===== src/rtl/adc_regif.sv =====
module adc_regif #(
  parameter int AW = 8,
  parameter int DW = 32,
  parameter int RW = 12,
  parameter int CW = 5
) (
  input  logic          clk,
  input  logic          rst_n,
  input  logic          bus_valid,
  input  logic          bus_write,
  input  logic [AW-1:0] bus_addr,
  input  logic [DW-1:0] bus_wdata,
  output logic [DW-1:0] bus_rdata,
  output logic          bus_err,
  output logic          irq,
  output logic          conv_start,
  output logic          conv_stop,
  output logic [CW-1:0] conv_chan,
  input  logic          conv_done,
  input  logic [RW-1:0] conv_result,
  output logic          cal_start,
  input  logic          cal_done,
  output logic          avg_en
);
  localparam logic [CW-1:0] STOP_CODE = '1;
  localparam logic [AW-1:0] LAST_ADDR = AW'(48);
  localparam int IW = AW - 2;

  logic          addr_ok, wr, rd;
  logic [IW-1:0] widx;
  logic          misc_hit;
  logic [1:0]    misc_sel;
  logic [DW-1:0] rd_mux;

  logic [CW-1:0] hc0_chan;
  logic          hc0_ie;
  logic [7:0]    hc1_q;
  logic          coco_q;
  logic [RW-1:0] r0_q;
  logic [16:0]   cfg_q;
  logic [6:0]    gc_q;
  logic          cal_q, calf_q, cal_irq;
  logic [DW-1:0] misc_q [4];

  assign addr_ok = (bus_addr[1:0] == 2'b00) && (bus_addr <= LAST_ADDR);
  assign wr      = bus_valid & bus_write & addr_ok;
  assign rd      = bus_valid & ~bus_write & addr_ok;
  assign widx    = bus_addr[AW-1:2];

  assign irq       = (coco_q & hc0_ie) | cal_irq;
  assign conv_chan = hc0_chan;
  assign avg_en    = gc_q[5];

  always_comb begin
    misc_hit = 1'b1;
    misc_sel = 2'd0;
    case (widx)
      IW'(8):  misc_sel = 2'd0;
      IW'(9):  misc_sel = 2'd1;
      IW'(10): misc_sel = 2'd2;
      IW'(12): misc_sel = 2'd3;
      default: misc_hit = 1'b0;
    endcase
  end

  always_comb begin
    rd_mux = '0;
    case (widx)
      IW'(0): begin
        rd_mux[CW-1:0] = hc0_chan;
        rd_mux[7]      = hc0_ie;
      end
      IW'(1): rd_mux[7:0]    = hc1_q;
      IW'(2): rd_mux[0]      = coco_q;
      IW'(3): rd_mux[RW-1:0] = r0_q;
      IW'(5): rd_mux[16:0]   = cfg_q;
      IW'(6): rd_mux[7:0]    = {cal_q, gc_q};
      IW'(7): rd_mux[1:0]    = {calf_q, cal_q};
      default: if (misc_hit) rd_mux = misc_q[misc_sel];
    endcase
  end

  always_ff @(posedge clk or negedge rst_n) begin
    if (!rst_n) begin
      hc0_chan   <= STOP_CODE;
      hc0_ie     <= 1'b0;
      hc1_q      <= 8'h1F;
      coco_q     <= 1'b0;
      r0_q       <= '0;
      cfg_q      <= '0;
      gc_q       <= '0;
      cal_q      <= 1'b0;
      calf_q     <= 1'b0;
      cal_irq    <= 1'b0;
      conv_start <= 1'b0;
      conv_stop  <= 1'b0;
      cal_start  <= 1'b0;
      bus_rdata  <= '0;
      bus_err    <= 1'b0;
      for (int i = 0; i < 4; i++) misc_q[i] <= '0;
    end else begin
      conv_start <= 1'b0;
      conv_stop  <= 1'b0;
      cal_start  <= 1'b0;
      bus_err    <= bus_valid & ~addr_ok;
      bus_rdata  <= rd ? rd_mux : '0;

      if (rd && widx == IW'(3)) coco_q  <= 1'b0;
      if (rd && widx == IW'(7)) cal_irq <= 1'b0;

      if (conv_done) begin
        if (!coco_q || cfg_q[16]) begin
          r0_q   <= conv_result;
          coco_q <= 1'b1;
        end
        if (gc_q[6] && hc0_chan != STOP_CODE) conv_start <= 1'b1;
      end

      if (cal_done && cal_q) begin
        cal_q <= 1'b0;
        if (hc0_ie) cal_irq <= 1'b1;
      end

      if (wr) begin
        case (widx)
          IW'(0): begin
            hc0_chan   <= bus_wdata[CW-1:0];
            hc0_ie     <= bus_wdata[7];
            coco_q     <= 1'b0;
            cal_irq    <= 1'b0;
            conv_start <= (bus_wdata[CW-1:0] != STOP_CODE);
            conv_stop  <= (bus_wdata[CW-1:0] == STOP_CODE);
            if (cal_q) begin
              cal_q  <= 1'b0;
              calf_q <= 1'b1;
            end
          end
          IW'(1): hc1_q <= bus_wdata[7:0];
          IW'(5): cfg_q <= bus_wdata[16:0];
          IW'(6): begin
            gc_q <= bus_wdata[6:0];
            if (bus_wdata[7] && !cal_q) begin
              cal_q     <= 1'b1;
              calf_q    <= 1'b0;
              cal_start <= 1'b1;
            end
          end
          default: if (misc_hit) misc_q[misc_sel] <= bus_wdata;
        endcase
      end
    end
  end
endmodule


===== config.mk =====
export PLATFORM = sky130hd
export DESIGN_NAME = adc_regif
export DESIGN_NICKNAME = d
export VERILOG_FILES = /design/src/rtl/adc_regif.sv
export SDC_FILE = /design/constraint.sdc
export NUM_CORES = 1
export LEC_CHECK = 0
export BUFFER_PORTS_ARGS = -buffer_cell sky130_fd_sc_hd__buf_4
export CORE_MARGIN = 5
export CORE_UTILIZATION = 43
export DETAILED_ROUTE_END_ITERATION = 7
export HOLD_SLACK_MARGIN = 0.06
export PLACE_DENSITY_LB_ADDON = 0.1
export SETUP_SLACK_MARGIN = 0.05
export SKIP_LAST_GASP = 1
export SLEW_MARGIN = 10
export SYNTH_ARGS = -nofsm -noshare
export SYNTH_HDL_FRONTEND = slang
export SYNTH_SLANG_ARGS = --single-unit
export TNS_END_PERCENT = 20

===== constraint.sdc =====
create_clock -name clk -period 1.5 [get_ports clk]
set_input_delay 0.075 -clock clk [delete_from_list [all_inputs] [get_ports clk]]
set_output_delay 0.075 -clock clk [all_outputs]
set_load 0.005 [all_outputs]

Word-level counts from Yosys, hierarchy flattened
Index checks and enable logic that the tools add are counted.
{ "op_classes": {"order_cmp": 3, "eq_ne": 15, "n_mux": 45, "n_bitwise": 11, "n_reduce_logical": 27} }
{ "op_table": {"columns": ["cell", "count"], "rows": [
  ["2-to-1 mux 32 bit", 5],
  ["bitwise mux 128 bit", 1],
  ["binary-select mux 32 bit (select 2 bit)", 1],
  ["demux 32 bit (select 2 bit)", 1],
  ["2-to-1 mux 1 bit", 26],
  ["equality test 6 x 4 -> 1 bit, second input constant", 4],
  ["equality test 6 x 3 -> 1 bit, second input constant", 3],
  ["case mux 3 bit (6 select lines)", 1],
  ["2-to-1 mux 15 bit", 1],
  ["case mux 1 bit (7 select lines)", 2],
  ["equality test 6 x 2 -> 1 bit, second input constant", 2],
  ["case mux 4 bit (3 select lines)", 1],
  ["!= test 5 bit, second input constant", 2],
  ["case mux 2 bit (5 select lines)", 1],
  ["case mux 5 bit (2 select lines)", 1],
  ["AND reduction 2 bit", 5],
  ["less-or-equal comparator 8 x 6 -> 1 bit, second input constant", 1],
  ["OR reduction 4 bit", 2],
  ["logical AND 1 bit", 7],
  ["OR reduction 7 bit", 1],
  ["AND 1 bit", 6],
  ["equality test 6 x 1 -> 1 bit, second input constant", 1],
  ["zero test 6 bit", 1],
  ["case mux 1 bit (6 select lines)", 1],
  ["19 further kinds", 24]
]} }
{ "word_totals": {"reg_bits": 218, "input_bits": 58, "out_inout_bits": 43} }

Longest topological paths before layout
Gate-level depths: netlist of run 1.
{ "logic_depth": {"depth_word": 9, "depth_mapped": 8} }

Worst setup path before layout of run 1
OpenSTA, ideal clock, no wires.
{ "synth_timing": {"kind": "in2reg", "start": "input port bus_addr[2]", "end": "register misc_q[33] (netlist name)", "setup_time_ps": 127, "arrival_ps": 1550, "slack_ps": -177, "stages": 8, "n_path_buf": 4, "cell_sequence": "buf_4 -> o211ai_1 -> and4_1 -> buf_4 -> and2_1 -> buf_2 -> buf_6 -> mux2_1"} }
{ "synth_between": {"elab_chain_cells": 8, "elab_cells_between_ends": 24, "classes_between": "order compare (3); eq/ne (7); mux (5); bitwise (3); reduce/logical (6)"} }
{ "synth_rtl": {"columns": ["element", "line_no", "rtl"], "rows": [
  ["start, declared", "11", "input logic [AW-1:0] bus_addr,"],
  ["equality test 6 x 4 -> 1 bit", "57", "case (widx)"],
  ["case mux 2 bit (3 select lines)", "57", null],
  ["NOT 2 -> 3 bit (not written as such)", "148", "default: if (misc_hit) misc_q[misc_sel] <= bus_wdata;"],
  [">= comparator 3 bit (not written as such) / less-than comparator 3 x 1 -> 1 bit (equally long branches)", "148", null],
  ["logical AND 1 bit (not written as such)", "148", null],
  ["2-to-1 mux 32 bit (not written as such)", "148", null],
  ["demux 32 bit (select 2 bit)", "148", null],
  ["bitwise mux 128 bit", "148", null],
  ["end signal, assigned by index", "148", null],
  ["end, declared", "43", "logic [DW-1:0] misc_q [4];"]
]} }
Several ways; a longest one is shown, not always the timed one.
A chain may end at the register's enable or synchronous reset.

Worst setup path after layout of run 1
{ "layout_timing": {"start": "register cal_q", "end": "register bus_rdata[0]"} }
{ "layout_between": {"elab_chain_cells": 2} }
{ "layout_rtl": {"columns": ["element", "line_no", "rtl"], "rows": [
  ["start, declared", "42", "logic cal_q, calf_q, cal_irq;"],
  ["start signal, assigned", "92", "cal_q <= 1'b0;"],
  ["start signal, assigned", "120", "cal_q <= 1'b0;"],
  ["start signal, assigned", "134", "cal_q <= 1'b0;"],
  ["case mux 1 bit (7 select lines)", "68", "case (widx)"],
  ["2-to-1 mux 32 bit", "106", "bus_rdata <= rd ? rd_mux : '0;"],
  ["end signal, assigned", "106", null],
  ["end, declared", "13", "output logic [DW-1:0] bus_rdata,"]
]} }
No other way between the ends.

==> results of run 1 <==
final timing paths:
path / endpoint / slack [ps] / depth (start not counted)
setup / recovery: bus_rdata[0] / -100 / 5
max in group asynchronous: gc_q[5] / 360 / 3
setup reg to reg: bus_rdata[0] / -100 / 5
min in group clk: cal_irq / 150 / 5
hold / removal: hc1_q[3] / 150 / 2
hold reg to reg: cfg_q[10] / 480 / 1
worst max-delay path, cell delays in order (launching register included):
cell,delay (ps)
dfrtp_1,380
mux2_2,290
a22o_1,220
a2111oi_4,360
a211oi_2,70
buf_4,160
flip-flops by register name (all words and copies together), names as in the netlist:
name and cells:
cfg_q 17, hc0_ie 1, gc_q 7, hc1_q 8, misc_q 128, calf_q 1
conv_start 1, conv_stop 1, coco_q 1, bus_err 1, cal_irq 1, cal_q 1
conv_chan 5, bus_rdata 32, cal_start 1, r0_q 12
routing by layer:
layer | wire, um | share of wire [%]
met5 | 0 | 0
met1 | 10120 | 42
met4 | 406 | 1.7
met3 | 953 | 4.0
met2 | 12580 | 52
cell usage after synthesis (3+ instances only):
cell / number
clkbuf_1: 17
nand3b_1: 8
nor2b_1: 6
nor4_4: 3
a21oi_1: 23
mux2_1: 160
a222oi_1: 27
nor2_1: 6
buf_6: 8
o22ai_1: 7
a22oi_1: 4
dfrtp_1: 208
and3_1: 5
nor3_1: 6
a22o_1: 14
buf_4: 9
buf_2: 11
o2bb2ai_1: 5
nand2_1: 23
a211oi_1: 6
mux2_2: 17
nand2b_1: 6
nand3_1: 4
and2_1: 8
o211ai_1: 3
mux2_4: 6
a221oi_1: 16
mux2i_1: 3
dfstp_2: 10
cell families after synthesis:
group,after synthesis
muxes,187
and+or+nand+nor,86
AOI/OAI and AO/OA,117
xor gates and xnor gates,1
buffers and inverters,48
DFF,218
final cells by class:
type / instances / area, um2
Clock buffer: 39 / 758.2
Clock inverter: 5 / 56.30
Fill cell: 1767 / 9268
Inverter: 1 / 3.754
Multi-Input combinational cell: 391 / 3684
Sequential cell: 218 / 5468
Tap cell: 280 / 350.3
Timing Repair Buffer: 228 / 2033
stage by stage:
| stage | worst slack [ps] | total power [W] | utilization [%] | hold slack (ps) | setup TNS, ps |
|---|---|---|---|---|---|
| after global placement | -471.9 | 0.006862 | 50.76 | -17.16 | -55450 |
| after detailed placement | -462.8 | 0.006886 | 50.76 | -18.95 | -62110 |
| final | -96.09 | 0.01280 | 57.14 | 147.6 | -181.1 |
| after floorplan | -133.6 | 0.006392 | - | -220.6 | -14930 |
| after CTS | -101.7 | 0.01297 | 57.12 | 135.9 | -1991 |
| after global routing | -162.2 | 0.01327 | 57.14 | 146.9 | -298.0 |
report_power, final:
| part | leakage [nW] | internal, W | switching (W) |
|---|---|---|---|
| logic | 2.70 | 0.000401 | 0.000424 |
| registers | 2.99 | 0.00600 | 0.0000620 |
| clock network | 0.399 | 0.00362 | 0.00230 |
| total | 6.09 | 0.0100 | 0.00278 |
what timing repair did:
item / 4_1_cts / 5_1_grt
endpoints found under the hold margin: 396 / 0
pin swaps: 3 / 0
gates resized for setup: 9 / 1
hold buffers: 50 / 0
setup endpoints to repair: 2 / 23
==> impl_metrics.yaml, run 1 <==
outcome:
  outcome: "finished, violations left"
  violations: "setup timing"
timing:
  post-route-period-util_pct: 106.4
  finClkSkew_ps: 7.705
  max_slew_margin_pct: 26.31
  setup_violations: 2
  min_period_ps: 1596
  maxSlewViolCount: 0
  hold_viol: 0
  tightest_slew_ps: 1103
  fmax_mhz: 626.5
  rsz0062_at_grt: "yes"
  setup_ws_ps: -96.09
worst_setup_path:
  r2r_start: "cal_q"
  critPathArrivalTime_ps: 2000
  worstPathMaxFanout: 2
  critPathLaunchType: "flip-flop"
  end_kind: "flip-flop"
  cp.required_ps: 1900
  critPathKind: "flip-flop to flip-flop"
  critPathLaunch: "cal_q"
yosys:
  synth_cell_types: 53
  yosys.area_share.simple_pct: 5.820
  ys_seq_elements: 218
  synth.area.mux_share_pct: 22.78
  synthAdderAreaFrac_pct: 0
  synth_top_area_cell: "dfrtp_1"
  synth-edff-count: 0
  synth_top_area_share_pct: 55.53
  syn_avg_cell_area_um2: 14.27
  synth_ff_type: "dfrtp_1"
  synth_nets: 715
  postSynth.asyncResetShare_pct: 100.0
  synth_xor_area_share_pct: 0.09343
  synth_warnings: 0
  synth_area_leaders: "dfrtp_1 56%, mux2_1 19%, a222oi_1 2.9%"
  synth-compound-area-share_pct: 9.784
  synth_top_family_by_area: "multiplexers"
  synthCells: 657
  yosysSeqAreaShare_pct: 58.33
  syn-cell-area_mm2: 0.009374
global_route:
  antenna_found_initial: 0
  grt_use_total_pct: 19.59
  grt_max_degree: 68
  busiest_layer: "met2"
  use_met1_pct: 24.98
  grt_remaining_overflow: 0
  grt_pass1_vias: 6971
  gr-usage-met2_pct: 35.37
  grt_pass1_wl_um: 38350
  grtUsageMet3_pct: 2.761
cells_and_area:
  fin_nets: 922
  final_cell_area_mm2: 0.01235
  syn_to_final_growth_pct: 31.78
  stdcell_count: 1162
  layout-drive-gt1-share_pct: 30.50
  final_common_cell: "dfrtp_1"
  most-common-layout-cells: "208 x dfrtp_1, 162 x buf_4, 160 x mux2_1"
  n_antenna_cell: 0
die:
  coreArea_mm2: 0.02162
  dieHeight_um: 157.7
  die_area_mm2: 0.02485
  die-width_um: 157.7
  ios: 101
  rows: 54
  initial_core_util_pct: 43.36
route:
  vias: 6401
  antenna_left: 0
  avgViaCountPerCell: 5.509
  wire_per_inst_um: 20.70
  drc: 0
  drt_first_pass_iters: 6
  routed_wl_um: 24060
  first_iter_violations: 437
cts:
  cts_tree: "built"
  htreeDepth: 1
  clkSinkCount: 218
  clock_latency_ps: 510
  clkTransAtPathRegs_ps: 60
  cts.path.max_buffers: 3
  root_buffer: "clkbuf_16"
  post-cts-setup-buffer-count: 0
  cts_made_buffers: 24
power_and_ir_drop:
  peakVddDrop_uv: 766.2
  powerDensity_mw_per_mm2: 1036
  p_leak_nw: 6.093
placement:
  hpwl_um: 16440
  place_inst: 1068
  place.gp.congestion: 0.8132
  portBuffers: 100
  placed_area_mm2: 0.01098
worst_hold_path:
  hold_path.class: "primary input to async pin"
run:
  max-cap-violations: 0
No activity file was read; power rests on OpenSTA's default activity.
==> run 2, diff against run 1 <==
- CORE_UTILIZATION: 43 -> 55
- CTS_BUF_LIST: default -> sky130_fd_sc_hd__clkbuf_8
==> run 2 against run 1 <==
Worst setup slack gained 100 ps; sequential power is essentially flat; clock power shrank 14%; critical endpoint is now bus_rdata[1]; the run now ends clean.
==> impl_metrics.yaml, run 2 (synthesis results as in run 1) <==
outcome:
  outcome: "finished clean"
worst_setup_path:
  cp.required_ps: 1880
  critPathLaunch: "calf_q"
  worstPathMaxFanout: 2
  critPathArrivalTime_ps: 1870
  critPathKind: "flip-flop to flip-flop"
  timing.rr.end: "bus_rdata[1]"
  r2r_start: "calf_q"
  critPathSlowestCell: "mux4_2"
  slowest_delay_ps: 470
  endpoint: "bus_rdata[1]"
  end_kind: "flip-flop"
  rrSetupSlack_ps: 8
  path_cells: "mux4_2 -> and3_4 -> a221oi_4 -> o22ai_2"
  reg2regPathDepth: 4
  critPathLaunchType: "flip-flop"
cells_and_area:
  most-common-layout-cells: "208 x dfrtp_1, 172 x buf_4, 160 x mux2_1"
  top_register: "misc_q"
  largest_reg_flops: 128
  syn_to_final_growth_pct: 31.03
  fill_cells: 1114
  layout-drive-gt1-share_pct: 32.13
  postLayoutCoreUtil_pct: 73.81
  reg.largest.list: "misc_q: 128 flops, bus_rdata: 32 flops, cfg_q: 17 flops"
  n_antenna_cell: 0
  fin_nets: 947
  final_common_cell: "dfrtp_1"
cts:
  cts_tree: "built"
  clkTransAtPathRegs_ps: 60
  cts_made_buffers: 37
  cts.path.max_buffers: 3
  clkSinkCount: 218
  clock_latency_ps: 530
  root_buffer: "clkbuf_8"
  htreeDepth: 2
timing:
  finClkSkew_ps: 21.99
  maxSlewViolCount: 0
  max_slew_margin_pct: 50.93
  hold_viol: 0
  rsz0062_at_grt: "yes"
  fmax_mhz: 670.4
  tightest_slew_ps: 734.5
  post-route-period-util_pct: 99.45
  min_period_ps: 1492
  setup_violations: 0
  fin_setup_tns_ps: 0
die:
  coreArea_mm2: 0.01664
  initial_core_util_pct: 56.33
  die-width_um: 140.6
  ios: 101
  dieHeight_um: 140.6
  die_area_mm2: 0.01975
  rows: 47
route:
  vias: 6621
  top_layer_used: "met4"
  drt_first_pass_iters: 6
  routed_wl_um: 23800
  wire_per_inst_um: 21.02
  met2_length_um: 11840
  met3_length_um: 1379
  first_iter_violations: 514
  antenna_left: 0
  drc: 0
  avgViaCountPerCell: 5.849
  met1Wirelength_um: 10170
power_and_ir_drop:
  p_leak_nw: 6.158
  peakVddDrop_uv: 632.7
  powerDensity_mw_per_mm2: 978.4
global_route:
  grt_pass1_vias: 7155
  grt_pass1_wl_um: 39030
  grt_max_degree: 59
  antenna_found_initial: 0
  grt_use_total_pct: 24.86
  grt_remaining_overflow: 0
placement:
  place.gp.congestion: 0.8962
  hpwl_um: 16230
  portBuffers: 100
worst_hold_path:
  hold_path.class: "primary input to flip-flop"
  worstHoldStart: "bus_write"
run:
  max-cap-violations: 0
==> run 2: cell types whose count changed in the layout (fill, tap and decap cells not counted), sizes merged <==
| cell | previous run | this run |
|---|---|---|
| bufinv | 1 | 0 |
| dlymetal6s4s | 1 | 0 |
| clkbuf | 40 | 49 |
| dlygate4sd3 | 49 | 51 |
| clkinvlp | 1 | 0 |
| inv | 2 | 11 |
| clkinv | 2 | 4 |
| buf | 177 | 188 |
==> run 2: worst min path at each step <==
| stage | slack, ps | to | depth (start not counted) |
|---|---|---|---|
| 3_3_place_gp | 30 | r0_q[8] | 1 |
| 2_1_floorplan | -220 | bus_err | 0 |
| 3_5_place_dp | 30 | cfg_q[8] | 1 |
| 5_1_grt | 200 | cal_irq | 5 |
| 4_1_cts | 160 | cal_irq | 5 |
| 6_report | 180 | bus_rdata[0] | 4 |
==> run 2: layer usage <==
layer | global-route usage (%) | vias up
li1 | - | 2953
met1 | 34.14 | 3422
met2 | 40.90 | 208
met3 | 5.044 | 38
met4 | 6.221 | 0
met5 | 0 | -
==> run 2: cell type report <==
type                       count  area, um2  share of cell area (%)
sequential                   218       5468                   44.51
inverter                       1      3.754                 0.03056
clock inverter                14      62.56                  0.5093
clock buffer                  48      660.6                   5.378
tap                          220      275.3                   2.241
timing repair buffer         240       2136                   17.39
multi-input combinational    391       3677                   29.94
==> run 2: where the power goes <==
group          leakage [nW]  switching (W)  internal (W)
clock network         0.413        0.00226       0.00285
logic                  2.75       0.000424      0.000414
registers              2.99      0.0000652       0.00600
total                  6.16        0.00275       0.00927
==> run 2: worst max-delay path, delay by kind of cell, from the launching register on <==
kind,cells,cell delay [ps]
and+or+nand+nor,1,190
DFF,1,380
AOI/OAI and AO/OA,2,310
muxes,1,470
==> run 2: through the flow <==
stage	area [um2]	total power (W)	setup WS, ps	hold WS, ps	instances
2_1_floorplan	9392	0.006392	-133.6	-220.6	657
3_3_place_gp	10990	0.006860	-309.8	28.87	1019
3_5_place_dp	10990	0.006891	-379.4	26.16	1019
4_1_cts	12280	0.01214	10.89	157.0	1132
5_1_grt	12280	0.01253	-46.65	201.2	1132
6_report	12280	0.01202	8.285	177.3	1132
==> run 2: what timing repair did <==
item | CTS | global route
endpoints found under the setup margin | 2 | 5
pin swaps | 3 | 0
gates resized for setup | 9 | 0
hold buffers | 51 | 0
setup buffers | 0 | 0
hold endpoints to repair | 391 | 0
==> run 3, diff against run 2 <==
--- a/config.mk
+++ b/config.mk
@@ -12,2 +12,3 @@
 export DETAILED_ROUTE_END_ITERATION = 7
+export GPL_TIMING_DRIVEN = 0
 export HOLD_SLACK_MARGIN = 0.06
==> constraint.sdc (replaced) <==
create_clock -name clk -period 1.5 [get_ports clk]
set_input_delay 0.15 -clock clk [delete_from_list [all_inputs] [get_ports clk]]
set_output_delay 0.15 -clock clk [all_outputs]
set_load 0.005 [all_outputs]
==> run 3 against run 2 <==
The run now ends with setup timing left; critical endpoint unchanged; final cell count decreased by 2.2%; clock power about the same; via count rose by 0.36%; wire length grew 2.7%; combinational power down 6.2%; non-clock buffer count down 25; utilization shrank 1.2 points.
==> impl_metrics.yaml, run 3 (synthesis results as in run 1) <==
power_and_ir_drop:
  powerDensity_mw_per_mm2: 990.5
  peakVddDrop_uv: 776.2
  power_w: 0.01197
  p_leak_nw: 6.043
die:
  ios: 101
  initial_core_util_pct: 56.33
  coreArea_mm2: 0.01664
  rows: 47
  die-width_um: 140.6
  die_area_mm2: 0.01975
  dieHeight_um: 140.6
timing:
  fin_setup_tns_ps: -71.04
  max_slew_margin_pct: 53.25
  rsz0062_at_grt: "yes"
  finClkSkew_ps: 14.04
  fmax_mhz: 651.2
  tightest_slew_ps: 696.0
  setup_violations: 2
  hold_viol: 0
  min_period_ps: 1536
  setup_ws_ps: -35.53
  post-route-period-util_pct: 102.4
  maxSlewViolCount: 0
worst_setup_path:
  path_buf_inv: 0
  r2r_start: "r0_q[1]"
  slowest_delay_ps: 450
  cp_num_cells: 4
  critPathLaunchType: "flip-flop"
  path_cells: "mux4_2 -> and3_4 -> a221oi_4 -> o22ai_2"
  rrSetupSlack_ps: -40
  worstPathMaxFanout: 2
  critPathSlowestCell: "mux4_2"
  cp_top_family: "multiplexers"
  critPathKind: "flip-flop to flip-flop"
  timing.rr.end: "bus_rdata[1]"
  critPathArrivalTime_ps: 1920
  reg2regPathDepth: 4
  endpoint: "bus_rdata[1]"
  end_kind: "flip-flop"
  cp.required_ps: 1880
  critPathLaunch: "r0_q[1]"
cts:
  root_buffer: "clkbuf_8"
  htreeDepth: 2
  cts_tree: "built"
  cts_made_buffers: 36
  clkTransAtPathRegs_ps: 60
  cts.path.max_buffers: 3
  clock_latency_ps: 520
  clkSinkCount: 218
placement:
  place_inst: 978
  portBuffers: 99
  place.gp.congestion: 0.8457
  dp_slack_ps: -803.0
  hpwl_um: 15600
  placed_area_mm2: 0.01047
global_route:
  antenna_found_initial: 1
  grt_pass1_wl_um: 37870
  grt_max_degree: 91
  grt_pass1_vias: 7080
  grt_remaining_overflow: 0
  grt_use_total_pct: 24.28
cells_and_area:
  fin_nets: 921
  stdcell_count: 1107
  most-common-layout-cells: "208 x dfrtp_1, 160 x mux2_1, 124 x buf_4"
  reg.largest.list: "misc_q: 128 flops, bus_rdata: 32 flops, cfg_q: 17 flops"
  top_register: "misc_q"
  syn_to_final_growth_pct: 28.92
  largest_reg_flops: 128
  n_antenna_cell: 0
  fill_cells: 1103
  final_cell_area_mm2: 0.01209
  final_common_cell: "dfrtp_1"
  layout-drive-gt1-share_pct: 30.44
route:
  routed_wl_um: 24450
  drc: 0
  antenna_left: 0
  wire_per_inst_um: 22.08
  drt_first_pass_iters: 6
  vias: 6645
  avgViaCountPerCell: 6.003
  first_iter_violations: 532
worst_hold_path:
  hold_path.class: "primary input to async pin"
outcome:
  violations: "setup timing"
  outcome: "finished, violations left"
run:
  max-cap-violations: 0
## run 3: worst min path at each step
stage                               start  endpoint  slack (ps)  cells past startpoint
after global routing                rst_n   r0_q[9]         150                      2
after detailed placement            rst_n   r0_q[9]          70                      1
final                               rst_n   r0_q[9]         110                      2
after global placement    conv_result[10]  r0_q[10]         380                      2
after floorplan                     rst_n   bus_err        -150                      0
after CTS                     bus_addr[4]   bus_err          70                      3
## run 3: worst register-to-register path, stage by stage (launching register included)
cell,delay (ps)
dfrtp_1,400
mux4_2,450
and3_4,200
a221oi_4,240
o22ai_2,120
## run 3: final cells by class
class                   instances  area, um2  area share (%)
clock inverters                17      91.34          0.7558
plain buffers                  46      392.9           3.251
multi-input cells             391       3716           30.75
flip-flops and latches        218       5468           45.24
well taps                     220      275.3           2.278
clock buffers                  45      619.3           5.125
inverters                       1      3.754         0.03106
repair buffers                169       1519           12.57
## run 3: stage by stage
stage          util, %  hold WS [ps]
6_report         72.62         110.8
5_1_grt          72.62         147.0
3_3_place_gp     62.55         384.1
3_5_place_dp     62.93         66.68
2_1_floorplan        -        -145.6
4_1_cts          70.98         71.95
## run 3: routing by layer
metal / part of all wire, % / vias up / global-route usage, %
met1: 42 / 3404 / 32.80
met3: 6.6 / 61 / 4.329
met5: 0 / - / 0
met4: 2.6 / 0 / 8.261
li1: - / 2915 / -
met2: 49 / 265 / 39.94
## run 3: timing repair
item | 4_1_cts | 5_1_grt
hold endpoints to repair | 393 | 0
buffers inserted | 6 | 10
gates cloned | 0 | 4
gates resized for setup | 29 | 25
pin swaps | 6 | 3
setup endpoints to repair | 185 | 194
hold buffers | 48 | 0
## run 3: report_power, final
group	switching (W)	total, W	internal [W]
logic	0.000421	0.000786	0.000365
registers	0.0000650	0.00606	0.00600
clock network	0.00227	0.00512	0.00285
total	0.00275	0.0120	0.00922
